[config.mk]
export PLATFORM = sky130hd
export DESIGN_NAME = sdfifo_thresh_ctrl
export DESIGN_NICKNAME = d
export VERILOG_FILES = /design/src/rtl/sdf_pkg.sv /design/src/rtl/sdf_ring.sv /design/src/rtl/sdf_thresh.sv /design/src/rtl/sdfifo_thresh_ctrl.sv
export SDC_FILE = /design/constraint.sdc
export NUM_CORES = 1
export LEC_CHECK = 0
export CORE_MARGIN = 10
export CORE_UTILIZATION = 42
export CTS_CLUSTER_SIZE = 28
export DETAILED_ROUTE_END_ITERATION = 16
export HOLD_SLACK_MARGIN = 0.06
export PLACE_DENSITY_LB_ADDON = 0.12
export REMOVE_ABC_BUFFERS = 1
export SYNTH_ARGS = -nofsm -noshare
export SYNTH_HDL_FRONTEND = slang
export SYNTH_HIERARCHICAL = 1
export SYNTH_SLANG_ARGS = --single-unit
[constraint.sdc]
create_clock -name clk -period 4 [get_ports clk]
set_input_delay 0.4 -clock clk [delete_from_list [all_inputs] [get_ports clk]]
set_output_delay 0.4 -clock clk [all_outputs]
set_load 0.02 [all_outputs]
[src/rtl/sdf_pkg.sv]
package sdf_pkg;
  // Configuration word layout; neighbours software and DMA setup decode these.
  localparam int CFG_W      = 16;
  localparam int RXDMA_BIT  = 15;
  localparam int HIWM_LSB   = 8;
  localparam int TXDMA_BIT  = 7;
  localparam int LOWM_LSB   = 0;

  typedef struct packed {
    logic rx_dma;
    logic tx_dma;
  } dma_en_t;
endpackage

[src/rtl/sdf_ring.sv]
module sdf_ring #(
  parameter int DW = 16,
  parameter int AW = 5
) (
  input  logic          clk,
  input  logic          rst,
  input  logic          push_i,
  input  logic [DW-1:0] wdata_i,
  input  logic          pop_i,
  output logic [DW-1:0] rdata_o,
  output logic [AW:0]   count_o
);
  localparam int DEPTH = 1 << AW;

  logic [DW-1:0] mem [DEPTH];
  logic [AW-1:0] head_q;
  logic [AW:0]   cnt_q;
  logic [DW-1:0] rd_q;
  logic          full, empty, push_ok, pop_ok;
  logic [AW-1:0] tail;

  assign full    = (cnt_q == (AW+1)'(DEPTH));
  assign empty   = (cnt_q == '0);
  assign pop_ok  = pop_i && !empty;
  assign push_ok = push_i && (!full || pop_ok);
  assign tail    = head_q + cnt_q[AW-1:0];

  // Plain synchronous write port, read-first registered read: block RAM shape.
  always_ff @(posedge clk) begin
    if (push_ok) mem[tail] <= wdata_i;
  end

  always_ff @(posedge clk) begin
    rd_q <= mem[head_q];
  end

  always_ff @(posedge clk) begin
    if (rst) begin
      head_q <= '0;
      cnt_q  <= '0;
    end else begin
      if (pop_ok) head_q <= head_q + 1'b1;
      cnt_q <= cnt_q + (AW+1)'(push_ok) - (AW+1)'(pop_ok);
    end
  end

  assign rdata_o = rd_q;
  assign count_o = cnt_q;

  // occupancy is bounded by the storage size
  p_count_bound_r3: assert property (@(posedge clk) disable iff (rst)
    cnt_q <= (AW+1)'(DEPTH));
  // a push into a full buffer without a pop is dropped
  p_full_drop_r3: assert property (@(posedge clk) disable iff (rst)
    (full && push_i && !pop_i) |=> (cnt_q == (AW+1)'(DEPTH)));
  // a pop from an empty buffer changes nothing
  p_empty_hold_r4: assert property (@(posedge clk) disable iff (rst)
    (empty && pop_i && !push_i) |=> (cnt_q == '0 && $stable(head_q)));
  // paired push and accepted pop keep the level
  p_pair_level_r5: assert property (@(posedge clk) disable iff (rst)
    (push_i && pop_i && !empty) |=> $stable(cnt_q));
endmodule

[src/rtl/sdf_thresh.sv]
module sdf_thresh
  import sdf_pkg::*;
#(
  parameter int AW = 5
) (
  input  logic          clk,
  input  logic          rst,
  input  logic [AW:0]   count_i,
  input  logic [AW-1:0] hiwm_i,
  input  logic [AW-1:0] lowm_i,
  input  dma_en_t       dma_en_i,
  input  logic          active_i,
  input  logic          dir_rx_i,
  output logic          rx_req_o,
  output logic          rx_flag_o,
  output logic          tx_req_o,
  output logic          tx_flag_o
);
  logic idle, rx_hit, tx_hit;

  assign idle   = !active_i && (count_i == '0);
  assign rx_hit = !idle &&  dir_rx_i && (count_i > {1'b0, hiwm_i});
  assign tx_hit = !idle && !dir_rx_i && (count_i < {1'b0, lowm_i});

  // Steering: each hit goes to exactly one of request or flag.
  assign rx_req_o  = rx_hit &&  dma_en_i.rx_dma;
  assign rx_flag_o = rx_hit && !dma_en_i.rx_dma;
  assign tx_req_o  = tx_hit &&  dma_en_i.tx_dma;
  assign tx_flag_o = tx_hit && !dma_en_i.tx_dma;

  // at most one of the four indications is active
  p_onehot_r6: assert property (@(posedge clk) disable iff (rst)
    $onehot0({rx_req_o, rx_flag_o, tx_req_o, tx_flag_o}));
  // receive indications only in receive direction
  p_rx_dir_r8: assert property (@(posedge clk) disable iff (rst)
    (rx_req_o || rx_flag_o) |-> dir_rx_i);
  // transmit indications only in transmit direction
  p_tx_dir_r8: assert property (@(posedge clk) disable iff (rst)
    (tx_req_o || tx_flag_o) |-> !dir_rx_i);
endmodule

[src/rtl/sdfifo_thresh_ctrl.sv]
module sdfifo_thresh_ctrl
  import sdf_pkg::*;
#(
  parameter int DW = 16,
  parameter int AW = 5
) (
  input  logic          clk,
  input  logic          rst,
  input  logic          cfg_we,
  input  logic [15:0]   cfg_wdata,
  input  logic          cpu_wr,
  input  logic [DW-1:0] cpu_wdata,
  input  logic          cpu_rd,
  input  logic          card_push,
  input  logic [DW-1:0] card_wdata,
  input  logic          card_pop,
  input  logic          xfer_active,
  input  logic          xfer_rx,
  output logic [DW-1:0] rd_data,
  output logic [AW:0]   level,
  output logic          rx_dma_req,
  output logic          rx_flag,
  output logic          tx_dma_req,
  output logic          tx_flag
);
  localparam int DEPTH = 1 << AW;

  logic [AW-1:0] hiwm_q, lowm_q;
  dma_en_t       dma_q;
  logic          push, pop;
  logic [DW-1:0] push_data;

  always_ff @(posedge clk) begin
    if (rst) begin
      hiwm_q <= AW'(DEPTH - 1);
      lowm_q <= '0;
      dma_q  <= '0;
    end else if (cfg_we) begin
      hiwm_q        <= cfg_wdata[HIWM_LSB +: AW];
      lowm_q        <= cfg_wdata[LOWM_LSB +: AW];
      dma_q.rx_dma  <= cfg_wdata[RXDMA_BIT];
      dma_q.tx_dma  <= cfg_wdata[TXDMA_BIT];
    end
  end

  // Processor wins when both sides push in one cycle.
  assign push      = cpu_wr || card_push;
  assign push_data = cpu_wr ? cpu_wdata : card_wdata;
  assign pop       = cpu_rd || card_pop;

  sdf_ring #(.DW(DW), .AW(AW)) u_ring (
    .clk     (clk),
    .rst     (rst),
    .push_i  (push),
    .wdata_i (push_data),
    .pop_i   (pop),
    .rdata_o (rd_data),
    .count_o (level)
  );

  sdf_thresh #(.AW(AW)) u_thresh (
    .clk       (clk),
    .rst       (rst),
    .count_i   (level),
    .hiwm_i    (hiwm_q),
    .lowm_i    (lowm_q),
    .dma_en_i  (dma_q),
    .active_i  (xfer_active),
    .dir_rx_i  (xfer_rx),
    .rx_req_o  (rx_dma_req),
    .rx_flag_o (rx_flag),
    .tx_req_o  (tx_dma_req),
    .tx_flag_o (tx_flag)
  );

  // idle and empty silences every indication
  p_idle_quiet_r9: assert property (@(posedge clk) disable iff (rst)
    (!xfer_active && level == '0) |->
      !(rx_dma_req || rx_flag || tx_dma_req || tx_flag));
  // enabling receive DMA clears the receive flag
  p_rx_clear_r10: assert property (@(posedge clk) disable iff (rst)
    (cfg_we && cfg_wdata[RXDMA_BIT]) |=> !rx_flag);
  // enabling transmit DMA clears the transmit flag
  p_tx_clear_r10: assert property (@(posedge clk) disable iff (rst)
    (cfg_we && cfg_wdata[TXDMA_BIT]) |=> !tx_flag);
endmodule

==> results.yml <==
status:
  status: "complete, no violations"
setup_path:
  reg2regPathDepth: 6
  start_kind: "flop"
  cp_max_fo: 16
  worstSetupPathType: "flop to flop"
  critPathLaunch: "u_ring/count_o[1]"
  r2r-start: "u_ring/count_o[1]"
  critPathArrivalTime_ns: 3.54
  required_ns: 4.29
  crit_path_end_kind: "flop"
timing:
  setup_viol: 0
  final_max_slew_viol_count: 0
  rsz0062_at_grt: "false"
  relSlewSlack: 0.2422
  post-route-min-period_ns: 3.252
  period_share: 0.8131
  hold_violations: 0
  fmax_ghz: 0.3075
  setup_tns_ns: 0
  tightest_slew_ns: 1.131
  fin_skew_ns: 0.01301
routing:
  vias: 10860
  viasPerCell: 5.550
  detail-route-antenna-nets: 0
  routed_wl_um: 50390
  highest_layer: "met4"
  drc: 0
  drtIter0Drc: 723
  drt-pass1-iter-count: 4
  dr_wl_met2_um: 23740
  post_drt_wl_per_cell_um: 25.75
  wl_met3_um: 2537
  wl_met1_um: 23150
logic_synthesis:
  synth-seq-cells: 551
  synth_fa_ha_area_frac: 0.01441
  synthArstFlopShare: 0
  synthMuxAreaShare: 0.1455
  syn_inst: 1092
  synth-compound-area-share: 0.04582
  synth_top_family_by_area: "multiplexers"
  yosys_warnings: 6
  synth-xor-area-share: 0.005205
  avgSynthCellArea_um2: 20.03
  synth_edf_count: 512
  synthFlopType: "edfxtp_1"
  ys_seq_area_frac: 0.7386
  syn_area_um2: 21870
  synth_cell_types: 57
  synth_simple_gate_area_share: 0.02488
global_routing:
  grt_max_degree: 125
  grt_pass1_vias: 11260
  grt_util_all_layers: 0.1648
  grt_overflow: 0
  grt_pass1_wl_um: 74400
  antenna_found_initial: 1
pwr:
  leakagePower_nw: 8.209
  powerDensity_nw_per_um2: 666.9
  p_total_w: 0.01703
  ir_worst_vdd_mv: 0.6749
die:
  std_cell_rows: 83
  start_util: 0.4255
  die_x_um: 248.2
  dieArea_um2: 61610
  die_h_um: 248.2
  fp.coreArea_um2: 51410
  pin_count: 83
cts:
  htree_levels: 2
  clock_path_buffers: 3
  clkTransAtPathRegs_ns: 0.06
  cts_sinks: 551
  clk_latency_ns: 0.62
  cts_tree: "yes"
  ctsResizeCount: 0
  holdBufCountCts: 0
  post_cts_buffers: 0
  cts_root_buf: "clkbuf_16"
  cts_buffers: 58
finish:
  drive_gt1_frac: 0.2139
  layoutNonFillerInstCount: 1957
  syn2layout_area_growth_pct: 16.77
  final_cell_area_um2: 25540
  fin_nets: 1309
placed_design:
  place_inst: 1848
  post_dp_cell_area_um2: 23700
  hpwl_um: 29330
  gp_congestion: 0.7445
  portBuffers: 78
min_path:
  min_path_type: "input port to flop"
  hold_depth: 2
  holdCritStartpoint: "cfg_wdata[11]"
flow_run:
  drv_cap: 0
[cell families (layout without fill, tap and decap cells)]
kind of cell,after synthesis,in the layout
xor gates and xnor gates,13,13
DFF,551,551
other,0,1
muxes,184,184
AOI/OAI and AO/OA,139,139
buffers and inverters,82,266
and+or+nand+nor,99,99
adders and majority gates,24,24
[Yosys cell counts, types with 10 or more instances]
cell type | count | share of area
o221ai_1 | 16 | 0.0064
mux2i_1 | 72 | 0.033
a211oi_1 | 31 | 0.011
a22o_1 | 15 | 0.0060
buf_4 | 11 | 0.0038
nor3_1 | 20 | 0.0046
o22ai_1 | 15 | 0.0043
buf_2 | 10 | 0.0023
a22oi_1 | 16 | 0.0055
mux4_2 | 73 | 0.075
a21oi_1 | 23 | 0.0053
edfxtp_1 | 512 | 0.70
clkbuf_1 | 14 | 0.0024
nor4_1 | 17 | 0.0049
nor2_1 | 20 | 0.0034
ha_1 | 22 | 0.013
mux4_1 | 23 | 0.028
buf_6 | 14 | 0.0072
dfxtp_1 | 39 | 0.036
inv_1 | 22 | 0.0038
[layout make-up]
type,count,area (µm²)
timing repair buffer,136,1229
antenna,1,2.502
inverter,22,82.58
sequential,551,16160
clock buffer,82,1622
multi-input combinational,459,5371
fill,4240,25860
tap,680,850.8
clock inverter,26,220.2
[cell usage in the layout, fill, tap and decap left out, types with 4 or more instances in the layout]
master           netlist  layout
a211o_1                5       5
a211oi_1              31      31
a21oi_1               23      23
a22o_1                15      15
a22oi_1               16      16
buf_4                 11      57
clkbuf_1              14      16
clkbuf_16              0      58
clkbuf_8               0       8
clkdlybuf4s50_1        0      78
clkinv_1               0      10
clkinv_2               0       7
dfxtp_1               39      36
edfxtp_1             512     512
ha_1                  22      22
inv_1                 22      22
mux2_2                 7       7
mux2_4                 9       9
mux2i_1               72      72
mux4_1                23      23
mux4_2                73      73
nand2_1                8       8
nand3_1                5       5
nand3b_1               4       4
nor2_1                20      18
nor2b_1                9       9
nor3_1                20       4
nor3_2                 0      16
nor4_2                 1      17
o21ai_0                6       6
o221ai_1              16      16
o22ai_1               15      15
xnor2_1                6       4
xor2_1                 7       6
[registers in the layout (all words and copies together), names as in the netlist]
name and count:
u_ring/mem 512, u_ring/rdata_o 16, u_ring/count_o 6, hiwm_q 5
lowm_q 5, u_ring/head_q 5, dma_q 2
[final timing paths]
check | to | slack (ns)
worst max register to register | u_ring/mem[30][14] | 0.75
worst max-delay path | u_ring/mem[30][14] | 0.75
worst min register to register | lowm_q[3] | 0.50
worst min-delay path | hiwm_q[3] | 0.37
[routing by layer]
metal / up-vias / track usage
met5: - / 0
met4: 0 / 0.04063
li1: 4825 / -
met2: 242 / 0.2609
met3: 65 / 0.03417
met1: 5729 / 0.2303
[where the power goes]
part | total [W] | internal [W] | switching, W
sequential | 0.00733 | 0.00713 | 0.000202
combinational | 0.00453 | 0.00186 | 0.00267
clock | 0.00517 | 0.00301 | 0.00217
[metrics by stage]
| step | hold slack (ns) | worst slack [ns] | util |
|---|---|---|---|
| global route | 0.3647 | 0.4796 | 0.4968 |
| floorplan | 0.4604 | -5.523 | - |
| finish | 0.3746 | 0.7478 | 0.4969 |
| detailed placement | 0.4906 | 0.7142 | 0.4610 |
| global placement | 0.4751 | 0.7894 | 0.4610 |
| CTS | 0.3477 | 0.7043 | 0.4968 |
[critical path: stages, from the launching register on]
cell     delay (ns)
dfxtp_1        0.61
inv_1          0.17
fa_1           0.51
xnor2_1        0.61
nand2_1        0.46
nor3_2         0.21
buf_4          0.33
Note: power is estimated with default switching activity, not from simulation.
